File: src/rtl/ir_tx_pkg.sv
package ir_tx_pkg;
    localparam int DURW   = 16;
    localparam int LEADW  = 32;
    localparam int LIDXW  = $clog2(LEADW);
    localparam int LENW   = 7;
    localparam int MAXPAY = 64;
    localparam int PIDXW  = $clog2(MAXPAY);
    localparam int CNTW   = 16;
    localparam int FRW    = 8;
    localparam int ADDRW  = 5;
    localparam int DATAW  = 32;

    typedef enum logic [2:0] {ST_IDLE, ST_LEAD, ST_PRE, ST_POST, ST_GAP} seq_st_e;

    typedef struct packed {
        logic            on;
        logic [DURW-1:0] len;
    } seg_word_t;

    typedef struct packed {
        logic [LEADW-1:0]  lead;
        logic [DURW-1:0]   unit;
        logic [LENW-1:0]   plen;
        logic [MAXPAY-1:0] data;
        logic [DURW-1:0]   gap;
    } bank_cfg_t;

    typedef struct packed {
        seq_st_e         st;
        logic [DURW-1:0] idx;
    } pos_t;

    // First section of a frame: lead (top set bit first), else payload, else gap.
    function automatic pos_t frame_entry(bank_cfg_t c);
        pos_t            p;
        logic [DURW-1:0] n;
        n = '0;
        for (int i = 0; i < LEADW; i++) begin
            if (c.lead[i]) n = DURW'(i + 1);
        end
        if (n != '0) begin
            p.st  = ST_LEAD;
            p.idx = n - DURW'(1);
        end else if (c.plen != '0) begin
            p.st  = ST_PRE;
            p.idx = '0;
        end else begin
            p.st  = ST_GAP;
            p.idx = '0;
        end
        return p;
    endfunction
endpackage

File: src/rtl/ir_tx_regs.sv
module ir_tx_regs
    import ir_tx_pkg::*;
#(
    parameter int RST_PER = 12
) (
    input  logic                 clk,
    input  logic                 rst_n,
    input  logic                 wr_en,
    input  logic [ADDRW-1:0]     wr_addr,
    input  logic [DATAW-1:0]     wr_data,
    output logic                 cyc_mode,
    output logic [CNTW-1:0]      per,
    output logic [CNTW-1:0]      hi,
    output logic [FRW-1:0]       frames,
    output seg_word_t [3:0]      sym,
    output bank_cfg_t [1:0]      bank
);
    localparam logic [CNTW-1:0] RST_HI = CNTW'(RST_PER / 3);

    typedef struct packed {
        logic            cyc;
        logic [CNTW-1:0] per;
        logic [CNTW-1:0] hi;
        logic [FRW-1:0]  frames;
        seg_word_t [3:0] sym;
        bank_cfg_t [1:0] bank;
    } regs_t;

    regs_t r_q, r_d;
    logic  bi;

    always_comb begin
        r_d = r_q;
        bi  = wr_addr[4];
        if (wr_en) begin
            if (wr_addr[4:3] == 2'b00) begin
                case (wr_addr[2:0])
                    3'd0: r_d.cyc    = wr_data[0];
                    3'd1: begin
                        r_d.per = wr_data[CNTW-1:0];
                        r_d.hi  = wr_data[CNTW-1:0] / CNTW'(3);
                    end
                    3'd2: r_d.hi     = wr_data[CNTW-1:0];
                    3'd3: r_d.frames = wr_data[FRW-1:0];
                    default: r_d.sym[wr_addr[1:0]] = '{on: wr_data[16], len: wr_data[DURW-1:0]};
                endcase
            end else if (wr_addr[4] != wr_addr[3]) begin
                case (wr_addr[2:0])
                    3'd0: r_d.bank[bi].lead              = wr_data[LEADW-1:0];
                    3'd1: r_d.bank[bi].unit              = wr_data[DURW-1:0];
                    3'd2: r_d.bank[bi].plen              = wr_data[LENW-1:0];
                    3'd3: r_d.bank[bi].data[31:0]        = wr_data;
                    3'd4: r_d.bank[bi].data[63:32]       = wr_data;
                    3'd5: r_d.bank[bi].gap               = wr_data[DURW-1:0];
                    default: ;
                endcase
            end
        end
    end

    always_ff @(posedge clk or negedge rst_n) begin
        if (!rst_n) begin
            r_q        <= '0;
            r_q.per    <= CNTW'(RST_PER);
            r_q.hi     <= RST_HI;
            r_q.frames <= FRW'(1);
        end else begin
            r_q <= r_d;
        end
    end

    assign cyc_mode = r_q.cyc;
    assign per      = r_q.per;
    assign hi       = r_q.hi;
    assign frames   = r_q.frames;
    assign sym      = r_q.sym;
    assign bank     = r_q.bank;
endmodule

File: src/rtl/ir_tx_carrier.sv
module ir_tx_carrier
    import ir_tx_pkg::*;
(
    input  logic            clk,
    input  logic            rst_n,
    input  logic            active,
    input  logic [CNTW-1:0] per,
    input  logic [CNTW-1:0] hi,
    output logic            tick,
    output logic            car_on
);
    logic [CNTW-1:0] cnt_d, cnt_q;

    always_comb begin
        tick  = active && (({1'b0, cnt_q} + (CNTW+1)'(1)) >= {1'b0, per});
        cnt_d = cnt_q;
        if (!active || tick) cnt_d = '0;
        else                 cnt_d = cnt_q + CNTW'(1);
    end

    assign car_on = cnt_q < hi;

    always_ff @(posedge clk or negedge rst_n) begin
        if (!rst_n) cnt_q <= '0;
        else        cnt_q <= cnt_d;
    end
endmodule

File: src/rtl/ir_tx_seq.sv
module ir_tx_seq
    import ir_tx_pkg::*;
(
    input  logic            clk,
    input  logic            rst_n,
    input  logic            start,
    input  logic            stop,
    input  logic            update,
    input  logic            cyc_mode,
    input  logic [FRW-1:0]  frames,
    input  seg_word_t [3:0] sym,
    input  bank_cfg_t [1:0] bank,
    input  logic            tick,
    output logic            busy,
    output logic            seg_on,
    output logic            evt_start,
    output logic            evt_done
);
    typedef struct packed {
        seq_st_e         st;
        logic [DURW-1:0] idx;
        logic [DURW-1:0] seg;
        logic [FRW-1:0]  fcnt;
        logic            bsel;
        logic            armed;
        logic            stop_pend;
        logic            evs;
        logic            evd;
    } seq_t;

    seq_t            s_q, s_d;
    bank_cfg_t       cur;
    seg_word_t       w;
    logic            bitv, seg_end, last_frame, nb, idx_last;
    logic [LENW-1:0] plen_eff;
    pos_t            ent0, entn;

    always_comb begin
        s_d      = s_q;
        s_d.evs  = 1'b0;
        s_d.evd  = 1'b0;
        cur      = bank[s_q.bsel];
        plen_eff = (cur.plen > LENW'(MAXPAY)) ? LENW'(MAXPAY) : cur.plen;
        bitv     = cur.data[s_q.idx[PIDXW-1:0]];
        case (s_q.st)
            ST_LEAD: w = '{on: cur.lead[s_q.idx[LIDXW-1:0]], len: cur.unit};
            ST_PRE:  w = sym[{bitv, 1'b0}];
            ST_POST: w = sym[{bitv, 1'b1}];
            ST_GAP:  w = '{on: 1'b0, len: cur.unit};
            default: w = '0;
        endcase
        seg_end    = tick && (({1'b0, s_q.seg} + (DURW+1)'(1)) >= {1'b0, w.len});
        last_frame = s_q.stop_pend || (({1'b0, s_q.fcnt} + (FRW+1)'(1)) >= {1'b0, frames});
        nb         = s_q.armed ? (cyc_mode ? ~s_q.bsel : 1'b1) : s_q.bsel;
        ent0       = frame_entry(bank[0]);
        entn       = frame_entry(bank[nb]);
        idx_last   = 1'b0;

        if (s_q.st == ST_IDLE) begin
            if (start) begin
                s_d.st        = ent0.st;
                s_d.idx       = ent0.idx;
                s_d.seg       = '0;
                s_d.fcnt      = '0;
                s_d.bsel      = 1'b0;
                s_d.armed     = 1'b0;
                s_d.stop_pend = 1'b0;
                s_d.evs       = 1'b1;
            end
        end else begin
            if (update) s_d.armed     = 1'b1;
            if (stop)   s_d.stop_pend = 1'b1;
            if (tick)   s_d.seg       = s_q.seg + DURW'(1);
            if (seg_end) begin
                s_d.seg = '0;
                case (s_q.st)
                    ST_LEAD: begin
                        if (s_q.idx == '0) begin
                            s_d.st  = (plen_eff != '0) ? ST_PRE : ST_GAP;
                            s_d.idx = '0;
                        end else begin
                            s_d.idx = s_q.idx - DURW'(1);
                        end
                    end
                    ST_PRE: s_d.st = ST_POST;
                    ST_POST: begin
                        idx_last = (({1'b0, s_q.idx} + (DURW+1)'(1)) >= (DURW+1)'(plen_eff));
                        s_d.st   = idx_last ? ST_GAP : ST_PRE;
                        s_d.idx  = idx_last ? '0 : s_q.idx + DURW'(1);
                    end
                    ST_GAP: begin
                        idx_last = (({1'b0, s_q.idx} + (DURW+1)'(1)) >= {1'b0, cur.gap});
                        if (!idx_last) begin
                            s_d.idx = s_q.idx + DURW'(1);
                        end else if (last_frame) begin
                            s_d.st        = ST_IDLE;
                            s_d.idx       = '0;
                            s_d.armed     = 1'b0;
                            s_d.stop_pend = 1'b0;
                            s_d.evd       = 1'b1;
                        end else begin
                            s_d.fcnt = s_q.fcnt + FRW'(1);
                            s_d.bsel = nb;
                            s_d.st   = entn.st;
                            s_d.idx  = entn.idx;
                        end
                    end
                    default: s_d.st = ST_IDLE;
                endcase
            end
        end
    end

    always_ff @(posedge clk or negedge rst_n) begin
        if (!rst_n) s_q <= '{st: ST_IDLE, default: '0};
        else        s_q <= s_d;
    end

    assign busy      = (s_q.st != ST_IDLE);
    assign seg_on    = w.on;
    assign evt_start = s_q.evs;
    assign evt_done  = s_q.evd;
endmodule

File: src/rtl/ir_frame_tx.sv
module ir_frame_tx
    import ir_tx_pkg::*;
#(
    parameter int RST_PER = 12
) (
    input  logic             clk,
    input  logic             rst_n,
    input  logic             wr_en,
    input  logic [ADDRW-1:0] wr_addr,
    input  logic [DATAW-1:0] wr_data,
    input  logic             start,
    input  logic             stop,
    input  logic             update,
    output logic             ir_out,
    output logic             busy,
    output logic             evt_start,
    output logic             evt_done
);
    logic            cyc_mode, tick, car_on, seg_on;
    logic [CNTW-1:0] per, hi;
    logic [FRW-1:0]  frames;
    seg_word_t [3:0] sym;
    bank_cfg_t [1:0] bank;

    ir_tx_regs #(.RST_PER(RST_PER)) u_regs (
        .clk(clk), .rst_n(rst_n), .wr_en(wr_en), .wr_addr(wr_addr), .wr_data(wr_data),
        .cyc_mode(cyc_mode), .per(per), .hi(hi), .frames(frames), .sym(sym), .bank(bank)
    );

    ir_tx_carrier u_car (
        .clk(clk), .rst_n(rst_n), .active(busy), .per(per), .hi(hi),
        .tick(tick), .car_on(car_on)
    );

    ir_tx_seq u_seq (
        .clk(clk), .rst_n(rst_n), .start(start), .stop(stop), .update(update),
        .cyc_mode(cyc_mode), .frames(frames), .sym(sym), .bank(bank), .tick(tick),
        .busy(busy), .seg_on(seg_on), .evt_start(evt_start), .evt_done(evt_done)
    );

    assign ir_out = busy & seg_on & car_on;
endmodule

File: config.mk
export PLATFORM = sky130hd
export DESIGN_NAME = ir_frame_tx
export DESIGN_NICKNAME = d
export VERILOG_FILES = /design/src/rtl/ir_tx_pkg.sv /design/src/rtl/ir_tx_regs.sv /design/src/rtl/ir_tx_carrier.sv /design/src/rtl/ir_tx_seq.sv /design/src/rtl/ir_frame_tx.sv
export SDC_FILE = /design/constraint.sdc
export NUM_CORES = 1
export LEC_CHECK = 0
export ABC_AREA = 1
export BUFFER_PORTS_ARGS = -buffer_cell sky130_fd_sc_hd__buf_2
export CAP_MARGIN = 20
export CORE_ASPECT_RATIO = 0.75
export CORE_MARGIN = 8
export CORE_UTILIZATION = 48
export CTS_BUF_LIST = sky130_fd_sc_hd__clkbuf_4
export CTS_CLUSTER_DIAMETER = 120
export DETAILED_ROUTE_END_ITERATION = 12
export PLACE_DENSITY_LB_ADDON = 0.05
export SLEW_MARGIN = 40
export SYNTH_ARGS = -nofsm -noshare
export SYNTH_HDL_FRONTEND = slang
export SYNTH_HIERARCHICAL = 1
export SYNTH_SLANG_ARGS = --single-unit
File: constraint.sdc
create_clock -name clk -period 8.55 [get_ports clk]
set_clock_uncertainty 0.1 [all_clocks]
set_input_delay 1.71 -clock clk [delete_from_list [all_inputs] [get_ports clk]]
set_output_delay 1.71 -clock clk [all_outputs]
set_load 0.1 [all_outputs]
==> Word-level counts from Yosys, hierarchy flattened <==
Cells that the tools add are included.
{ "totals": {"regBits": 443, "inputBits": 43, "output_inout_bits": 4, "wordCells": 249} }
{ "classes": {"add_sub_neg": 11, "div": 1, "order_cmp": 17, "eq_ne": 14, "muxes": 134, "bitwise": 5, "reduce_logical": 35} }
{ "ops": {"columns": ["operator", "count"], "rows": [
  ["$bwmux 270", 6],
  ["$pmux 270 s6", 1],
  ["$demux 135 s1", 6],
  ["$mux 135", 5],
  ["$mux 5", 32],
  ["$mux 103", 1],
  ["$mux 16", 6],
  ["$mux 19", 5],
  ["$mux 46", 2],
  ["$mux 87", 1],
  ["$mux 17", 5],
  ["$mux 80", 1],
  ["$bwmux 68", 1],
  ["$pmux 17 s4", 1],
  ["$mux 4", 16],
  ["$add 16x1->17 const B", 3],
  ["$ge 17x16->1", 3],
  ["$add 16x1->16 const B", 3],
  ["$mux 48", 1],
  ["$pmux 16 s3", 1],
  ["$mux 47", 1],
  ["$mux 3", 12],
  ["$demux 17 s2", 1],
  ["$pmux 16 s2", 1],
  ["49 further kinds", 102]
]} }

==> Depth between registers and ports, before layout <==
Gate-level depths: netlist of run 1.
{ "logic_depth": {"ltp_word": 44, "depth_mapped": 47} }

==> Modules after synthesis <==
Netlist of run 1, hierarchy kept.
{ "by_module_without_submodules": {"columns": ["mod", "n_inst", "cells_each", "area_each_um2"], "rows": [
  ["ir_tx_regs", 1, 1641, 15459.8],
  ["ir_tx_seq", 1, 1509, 8740.9],
  ["ir_tx_carrier", 1, 253, 1780.5],
  ["ir_frame_tx", 1, 3, 13.8]
]} }

==> Worst setup path before layout of run 1 <==
No wires, ideal clock.
{ "synth_timing": {"kind": "input to register", "startpoint": "input port wr_data[14]", "endpoint": "register, netlist name u_regs/hi[0]", "arrival_ns": 5.236, "path_slack_ns": 3.093, "path_stages": 40, "n_path_buf": 0, "path_cell_list": "inv_2 nand2_1 nand2_1 nand2_2 nand3_2 nand2_1 nand2_1 nand2_1 a21oi_1 nor2_2 o21bai_2 nand3_1 nand2_2 inv_2 o21bai_2 nand3_1 nand2_1 nand2_1 [... 4 more ...] nand2_2 inv_2 o21bai_2 nand3_2 nand2_1 nand2_1 nand3_2 nand3_1 nand2_1 inv_1 ha_1 o21bai_1 a21oi_1 nand2_1 nand2_1 nand3_1 o21bai_1 nand2_1"} }
{ "synth_between": {"elab_chain_len": 2} }
{ "synth_lines": {"columns": ["element", "line", "rtl"], "rows": [
  ["start, declared", "ir_frame_tx.sv:10", "input logic [DATAW-1:0] wr_data,"],
  ["$div 16x2->16", "ir_tx_regs.sv:41", "r_d.hi = wr_data[CNTW-1:0] / CNTW'(3);"],
  ["$pmux 16 s2", "ir_tx_regs.sv:37", "case (wr_addr[2:0])"]
]} }
No other way between the ends.
A chain may end at the register's enable or synchronous reset.

==> Worst setup path after layout of run 1 <==
{ "layout_timing": {"startpoint": "register u_seq/s_q[4] (netlist bit)", "endpoint": "register u_seq/s_q[35] (netlist bit)"} }
{ "layout_between": {"elab_chain_len": 44, "elab_cells_between_ends": 63, "cone_classes": "add/sub (1); order compare (4); mux (53); bitwise (1); reduce/logical (4)"} }
{ "layout_lines": {"columns": ["element", "line", "rtl"], "rows": [
  ["start, declared", "ir_tx_seq.sv:31", "seq_t s_q, s_d;"],
  ["start signal, assigned", "ir_tx_seq.sv:115", "if (!rst_n) s_q <= '{st: ST_IDLE, default: '0};"],
  ["start signal, assigned", "ir_tx_seq.sv:116", "else s_q <= s_d;"],
  ["$not 1->1", "ir_tx_seq.sv:54", "nb = s_q.armed ? (cyc_mode ? ~s_q.bsel : 1'b1) : s_q.bsel;"],
  ["$mux 1 (2 in a row)", "ir_tx_seq.sv:54", null],
  ["$mux 135 (not written as such) (2 in a row)", "ir_tx_seq.sv:56", "entn = frame_entry(bank[nb]);"],
  ["$mux 1", "ir_tx_pkg.sv:39", "if (c.lead[i]) n = DURW'(i + 1);"],
  ["$mux 2 (2 in a row)", "ir_tx_pkg.sv:39", null],
  ["$mux 3 (4 in a row)", "ir_tx_pkg.sv:39", null],
  ["$mux 4 (8 in a row)", "ir_tx_pkg.sv:39", null],
  ["$mux 5 (16 in a row)", "ir_tx_pkg.sv:39", null],
  ["$mux 6", "ir_tx_pkg.sv:39", null],
  ["$sub 6x1->7 / $reduce_bool 16->1 (equally long branches)", "ir_tx_pkg.sv:43, ir_tx_pkg.sv:41", null],
  ["$mux 19", "ir_tx_pkg.sv:41", "if (n != '0) begin"],
  ["$mux 19", "ir_tx_seq.sv:95", "end else if (last_frame) begin"],
  ["$mux 16", "ir_tx_seq.sv:93", "if (!idx_last) begin"],
  ["$pmux 16 s3", "ir_tx_seq.sv:76", "case (s_q.st)"],
  ["$mux 46", "ir_tx_seq.sv:74", "if (seg_end) begin"],
  ["$mux 46", "ir_tx_seq.sv:59", "if (s_q.st == ST_IDLE) begin"]
]} }
Several ways; a longest one is shown, not always the timed one. The select of a mux whose other input is x is not followed.

==> results of run 1 <==
[kinds of logic after synthesis]
| kind of cell | share of synthesized area, % |
|---|---|
| fa+ha+maj | 4.380 |
| compound gates | 21.04 |
| flops | 42.66 |
| mux | 1.574 |
| simple gates | 19.87 |
| buf+inv | 8.991 |
| xor+xnor | 1.482 |
[state kept, by name (all words and copies together) (netlist names)]
signal and flops:
u_regs/cyc_mode 1, u_regs/hi 16, u_seq/evt_done 1, u_regs/per 16
u_seq/s_q 46, u_regs/frames 8, u_seq/evt_start 1, u_regs/sym 68
u_car/cnt_q 16, u_regs/bank 270
[final timing paths]
check	depth (start not counted)	start	endpoint
worst min-delay path	2	u_regs/hi[11]	u_regs/hi[11]
worst min register to register	2	u_regs/hi[11]	u_regs/hi[11]
max in group asynchronous	3	rst_n	u_regs/sym[38]
worst max-delay path	31	u_seq/s_q[4]	u_seq/s_q[35]
min in group asynchronous	1	rst_n	u_regs/bank[203]
worst max register to register	31	u_seq/s_q[4]	u_seq/s_q[35]
[power by group]
group / switching, uW / internal [uW] / total [uW] / leakage, uW
logic: 2790 / 1320 / 4110 / 0.00750
clock network: 933 / 958 / 1890 / 0.000861
registers: 435 / 2550 / 2990 / 0.00550
total: 4160 / 4830 / 8990 / 0.0139
[worst min-delay path, delay by kind of cell (launching register included)]
kind             cells  cell delay [ns]
and+or+nand+nor      2             0.11
DFF                  1             0.34
[metrics by stage]
step | hold WS (ns) | setup WS [ns] | utilization [%] | instances
2_1_floorplan | 0.3479 | 3.093 | - | 3406
3_3_place_gp | 0.3623 | 1.355 | 49.50 | 4033
3_5_place_dp | 0.3691 | 1.177 | 49.60 | 4034
4_1_cts | 0.3839 | 1.084 | 52.32 | 4234
5_1_grt | 0.4078 | 0.6734 | 52.40 | 4240
6_report | 0.3831 | 1.377 | 52.40 | 4240
[layer usage]
layer  wire [um]  GRT usage (%)  up-vias  share of wire [%]
li1            -              -    11490                  -
met1       42380          43.87    11834                 48
met2       35370          38.67     1069                 40
met3        8631          6.247      143                9.8
met4        2008          7.630        0                2.3
met5           0              0        -                  0
[cell usage in the layout, fill, tap and decap left out, drive strengths merged, types with 3 or more instances in the layout]
cell type  count
nand2        674
o21ai        500
dfrtp        439
inv          418
nor2         345
a21oi        190
clkbuf       168
nand3        124
ha            91
a22oi         86
buf           84
o22ai         68
xor2          41
nor3          39
clkinv        37
mux2i         33
o31ai         30
nand4         21
nor4          17
a31oi          9
o21bai         9
o221ai         8
mux2           7
o211ai         7
diode          5
o21a           5
o2111ai        5
a211oi         5
dfstp          4
a221oi         4
or2            4
o41ai          4
o311ai         4
xnor2          3
a22o           3
o221a          3
and2           3
a21boi         3
[layout make-up]
type | count | area share, %
clock inverters | 32 | 0.7254
clock buffers | 168 | 4.459
diodes | 5 | 0.04423
flip-flops and latches | 443 | 39.22
multi-input cells | 2359 | 44.57
inverters | 427 | 5.684
repair buffers | 84 | 2.101
well taps | 722 | 3.194
==> metrics, run 1 <==
prevailing post-synth register cell dfrtp_1; TNS Setup 0 ns; gr ovfl total 0; clock-pin slew on the worst setup and hold paths 0.08 ns; endpoints failing setup 0; P&R area growth vs syn 8.818%; FMAX 0.1394 GHz; endpoint class of the critical path register; DRC errors left 0; root buffer selected by CTS clkbuf_4; Hold WC Path Type register to register; Seq/Total Area, Yosys 42.66%; share of layout cells above drive strength 1 10.96%; I/O Buffers 46; crit path launch type register; Worst Path Buf+Inv 4; commonest cells in the synthesized netlist 649 x nand2_1, 453 x o21ai_0, 439 x dfrtp_1; Post-Route WL 88400 um; GRT Total Usage 28.19%; Seq cells post-synth 443; initial core utilization 48.16%; CP peak stage delay 0.82 ns; post-CTS setup buffers 0; largest net degree at the start of global routing 141; status finished, final reports clean; Post-Syn Nets 3540; Mapped Area 0.02599 mm^2; final worst path period need 7.173 ns; antenna violations before repair 5; chip width 284.7 um; placed cell areas 0.02677 mm^2; MaxCap Viol Count 0; final critical-path share of the clock period 83.89%; Initial DRC Count 2726; clk buf depth 3; top cells by area, synth dfrtp_1 42%, nand2_1 9.4%, o21ai_0 8.7%, inv_1 5.8%, nor2_1 4.7%; first-pass GRT wire length 138300 um; synth warn 6; fin. max-slew vios 0; top cell type's share of synthesized area 42.26%; Post-synth EDFFs 0; die height 217.5 um; area of the multi-input gates 0.01261 mm^2; drt first pass iters 5; vias in the first global route 23286; critical path's slowest cell dfrtp_4; final hold vios 0; critical-path maximum fanout 56; Syn Area/Cell 7.632 um^2; PD cells 317.9 mW/mm^2; R2R setup slack 1.38 ns; Placer Congestion 0.9143; total clock sinks 443; post-route cell area 0.02829 mm^2; post-route ant nets 0; RSZ-0062 raised after global routing false; cts repair resizes 0; Yosys top cell by area dfrtp_1; Worst EP arrival 7.80 ns; CTS tree done; vias per std cell 5.787; post-DR wirelength/cell 20.85 um; CP required 9.17 ns; critical path type register to register; crit-path leading delay family compound AO/OA/AOI/OAI gates; core area 0.05398 mm^2; worst-skew pair later-pin latency 0.94 ns; asr flop ratio synth 100.0%; die area 0.06194 mm^2; Slew @ Worst Pin 0.8549 ns; IO Pins 47; row cnt 74; top-count cell post-synth nand2_1; filler cell count 5273; Post-CTS Hold Buffers 0; H-tree depth 3; Vias 24536; VDD IR-drop max 142.6 uV; Post-Syn Instances 3406; Pwr Total 8991 uW; leak pwr 0.01386 uW; HPWL Detailed 62260 um; Rel. slew slack 42.66%; Sequential cell area 0.01109 mm^2; nets 3562; Cell variety after synth 67; cts bufs inserted 113
(Power assumes the default switching activity.)
==> run 2: changes to the inputs <==
==> constraint.sdc (replaced) <==
create_clock -name clk -period 6.4 [get_ports clk]
set_clock_uncertainty 0.1 [all_clocks]
set_input_delay 1.28 -clock clk [delete_from_list [all_inputs] [get_ports clk]]
set_output_delay 1.28 -clock clk [all_outputs]
set_load 0.1 [all_outputs]
==> metrics, run 2 (same netlist as run 1, synthesis figures left out) <==
clock-pin slew on the worst setup and hold paths 0.07 ns; core area 0.05398 mm^2; worst-skew pair later-pin latency 0.90 ns; Post-CTS Hold Buffers 0; Initial DRC Count 2531; Crit path top cell by count nand2_1; largest net degree at the start of global routing 149; PD cells 427.5 mW/mm^2; chip width 284.7 um; Pwr Total 12250 uW; critical-path maximum fanout 55; I/O Buffers 46; drt first pass iters 6; leak pwr 0.01410 uW; FMAX 0.1668 GHz; IO Pins 47; Sequential cell area 0.01109 mm^2; crit-path leading delay family buffers and inverters; Vias 24722; clk buf depth 3; Rel. slew slack 36.38%; nets 3610; post-DR wirelength/cell 21.04 um; max reg flops 270; Cell Chain, Critical Path inv_6, buf_6, buf_4, o21ai_0, nand3_1, nand2_1, a31oi_1, nor4_1, o31ai_1, nand2_1, o221ai_1, nand2_1, nor2_2, buf_2; die area 0.06194 mm^2; vias in the first global route 23513; area of the multi-input gates 0.01262 mm^2; die height 217.5 um; DRC errors left 0; worst setup slack after layout 0.4063 ns; crit path launch type register; gr ovfl total 0; met1 Track Usage GR 43.39%; post-route ant nets 0; GRT busiest layer met1; fin. max-slew vios 0; Placer Congestion 0.9135; endpoint class of the critical path output port; met3 usage 6.955%; post-route cell area 0.02866 mm^2; Hold WC Path Type primary input to asynchronous set/reset pin; filler cell count 5325; total clock sinks 443; RSZ-0062 raised after global routing false; TNS Setup 0 ns; placed cell areas 0.02708 mm^2; P&R area growth vs syn 10.25%; CTS tree done; H-tree depth 3; final hold vios 0; CP required 5.02 ns; HPWL Detailed 65210 um; endpoints failing setup 0; VDD IR-drop max 276.6 uV; share of layout cells above drive strength 1 12.34%; RR Startpoint u_seq/s_q[29]; initial core utilization 48.16%; Post-Route WL 90100 um; Slew @ Worst Pin 0.9277 ns; most frequent cells in the layout 643 x nand2_1, 453 x o21ai_0, 438 x dfrtp_1, 402 x inv_1, 324 x nor2_1; row cnt 74; commonest non-fill, non-tap cell in the layout nand2_1; Non-Filler Instances 4283; critical path's slowest cell dfrtp_4; Inst Count DP 4076; vias per std cell 5.772; final worst path period need 5.994 ns; GRT Total Usage 28.53%; final critical-path share of the clock period 93.65%; antenna violations before repair 5; Worst EP arrival 4.61 ns; FF-to-FF path depth 31; Worst Path Buf+Inv 4; critical path type register to output port; pre-CTS setup slack 0.4056 ns; R2R Path End u_seq/s_q[31]; met2 Usage GRT 39.93%; R2R setup slack 0.50 ns; cts bufs inserted 114; root buffer selected by CTS clkbuf_4; CP peak stage delay 0.57 ns; MaxCap Viol Count 0; first-pass GRT wire length 139500 um; status finished, final reports clean
## run 2: cell count changes in the layout (fill, tap and decap cells not counted), moves of 5 or more
cell / delta
buf_4: +44
mux2i_2: +5
clkbuf_4: +6
mux2i_1: -5
clkinv_1: -7
## run 2: worst max path at each step
| stage | from | to | slack, ns | cells past startpoint |
|---|---|---|---|---|
| floorplan | u_seq/s_q[4] | u_seq/s_q[4] | 1.28 | 31 |
| global placement | wr_data[13] | u_regs/hi[0] | 0.59 | 39 |
| detailed placement | u_seq/s_q[4] | u_seq/s_q[38] | 0.41 | 33 |
| CTS | u_seq/s_q[4] | ir_out | 0.12 | 14 |
| global route | u_seq/s_q[4] | u_seq/s_q[41] | 0.02 | 33 |
| finish | u_seq/s_q[4] | ir_out | 0.41 | 14 |
## run 2: layer usage
metal	routed length [um]	vias up	share of wire, %
met5	8	-	0.0089
met2	36790	1126	41
li1	-	11603	-
met3	9066	147	10
met1	42170	11844	47
met4	2064	2	2.3
## run 2: through the flow
stage	util, %	hold WS (ns)
after global placement	50.11	0.3606
after floorplan	-	0.3479
after detailed placement	50.16	0.3681
final	53.09	0.1310
after CTS	52.84	0.2985
after global routing	53.09	0.08335
## run 2: layout make-up
class / instances / share of cell area, %
diodes: 3 / 0.02619
repair buffers: 131 / 3.431
flip-flops and latches: 443 / 38.71
multi-input cells: 2359 / 44.02
well taps: 722 / 3.152
clock inverters: 24 / 0.4846
clock buffers: 174 / 4.558
inverters: 427 / 5.614
## run 2: repair_timing
| action | CTS | global route |
|---|---|---|
| resized for setup | 0 | 6 |
| buffers inserted | 0 | 3 |
| endpoints found under the setup margin | 0 | 43 |
## run 2: report_power, final
group	internal, uW	leakage (uW)	total [uW]	switching [uW]
combinational	1900	0.00773	5770	3870
sequential	3410	0.00550	3990	578
clock	1270	0.000867	2500	1220
total	6580	0.0141	12300	5670
==> run 3: changes to the inputs <==
--- a/config.mk
+++ b/config.mk
@@ -14,6 +14,7 @@
 export CTS_BUF_LIST = sky130_fd_sc_hd__clkbuf_4
 export CTS_CLUSTER_DIAMETER = 120
 export DETAILED_ROUTE_END_ITERATION = 12
+export MAX_ROUTING_LAYER = met4
 export PLACE_DENSITY_LB_ADDON = 0.05
 export SLEW_MARGIN = 40
 export SYNTH_ARGS = -nofsm -noshare
==> metrics, run 3 (same netlist as run 1, synthesis figures left out) <==
status finished, final reports clean; Worst EP arrival 4.66 ns; Inst Count DP 4075; vias per std cell 5.790; worst-skew pair later-pin latency 0.90 ns; largest net degree at the start of global routing 137; die height 217.5 um; first-pass GRT wire length 140200 um; I/O Buffers 46; row cnt 74; Initial DRC Count 2588; PD cells 428.4 mW/mm^2; R2R Path End u_seq/s_q[29]; max reg flops 270; R2R setup slack 0.42 ns; critical path type register to output port; Cell Chain, Critical Path inv_4, buf_4, buf_6, o21ai_0, nand3_1, nand2_1, a31oi_1, nor4_1, o31ai_1, nand2_1, o221ai_1, nand2_1, nor2_2, buf_2; crit-path leading delay family buffers and inverters; core area 0.05398 mm^2; gr ovfl total 0; Hold WC Path Type primary input to asynchronous set/reset pin; post-DR wirelength/cell 21.21 um; final worst path period need 6.039 ns; CTS tree done; final critical-path share of the clock period 94.37%; IO Pins 47; H-tree depth 3; critical path's slowest cell dfrtp_4; Post-CTS Hold Buffers 0; DRC errors left 0; TNS Setup 0 ns; CP required 5.02 ns; drt first pass iters 8; leak pwr 0.01410 uW; fin. max-slew vios 0; clk buf depth 3; share of layout cells above drive strength 1 12.31%; Vias 24844; crit path launch type register; Post-Route WL 91000 um; worst setup path startpoint u_seq/s_q[4]; FF-to-FF path depth 31; nets 3610; root buffer selected by CTS clkbuf_4; P&R area growth vs syn 10.27%; FMAX 0.1656 GHz; commonest non-fill, non-tap cell in the layout nand2_1; Slew @ Worst Pin 0.8969 ns; HPWL Detailed 65120 um; CP peak stage delay 0.58 ns; final hold vios 0; critical-path maximum fanout 56; RR Startpoint u_seq/s_q[30]; clock-pin slew on the worst setup and hold paths 0.08 ns; Placer Congestion 0.9673; vias in the first global route 23696; VDD IR-drop max 404.7 uV; RSZ-0062 raised after global routing true; die area 0.06194 mm^2; Worst Path Buf+Inv 4; cts bufs inserted 116; GRT Total Usage 29.54%; Crit path top cell by count nand2_1; endpoint class of the critical path output port; MaxCap Viol Count 0; initial core utilization 48.16%; chip width 284.7 um; total clock sinks 443; Non-Filler Instances 4291; most frequent cells in the layout 644 x nand2_1, 453 x o21ai_0, 438 x dfrtp_1, 402 x inv_1, 324 x nor2_1; Rel. slew slack 39.58%; endpoints failing setup 0; post-route ant nets 0; antenna violations before repair 8
==> run 3: cell types whose count changed in the layout (fill, tap and decap cells not counted), sizes merged <==
cell,delta
buf,-2
bufinv,-1
clkbuf,+2
clkinv,+9
diode,+1
inv,-1
==> run 3: power breakdown <==
part / internal [uW] / total [uW] / switching, uW
Clock: 1250 / 2510 / 1260
Combinational: 1910 / 5790 / 3880
Sequential: 3410 / 3980 / 570
==> run 3: worst max-delay path by stage <==
stage / cells after the start / slack, ns / to
2_1_floorplan: 31 / 1.28 / u_seq/s_q[4]
3_3_place_gp: 32 / 0.13 / u_seq/s_q[29]
3_5_place_dp: 32 / 0.13 / u_seq/s_q[29]
4_1_cts: 14 / 0.03 / ir_out
5_1_grt: 32 / -0.03 / u_seq/s_q[29]
6_report: 14 / 0.36 / ir_out
==> run 3: final cells by class <==
cell class / instances / area, um^2
fillers: 5192 / 25310
repair buffers: 129 / 980.9
diodes: 4 / 10.01
well taps: 722 / 903.4
multi-input cells: 2359 / 12610
clock buffers: 176 / 1321
inverters: 427 / 1607
flip-flops and latches: 443 / 11090
clock inverters: 31 / 135.1
==> run 3: per-stage QoR <==
step           cell area, um^2  worst slack, ns  hold WS (ns)  total power [uW]  utilization, %
6_report                 28670           0.3606        0.1452             12280           53.10
4_1_cts                  28530          0.03160        0.2428             12170           52.86
3_3_place_gp             27050           0.1329        0.3607              9510           50.12
3_5_place_dp             27080           0.1341        0.3613              9606           50.16
5_1_grt                  28670         -0.02765        0.1013             13200           53.10
2_1_floorplan            25990            1.279        0.3479              7754               -
==> run 3: what timing repair did <==
action / CTS / global route
resized for setup: 0 / 3
setup buffers: 0 / 3
endpoints found under the setup margin: 0 / 22
==> run 3: layer usage <==
metal	GRT usage [%]	vias to the layer above	share of wire (%)
met5	-	-	0
met4	7.850	0	2.3
met3	8.079	155	9.8
met2	40.64	1059	41
met1	42.44	12029	47
li1	-	11601	-
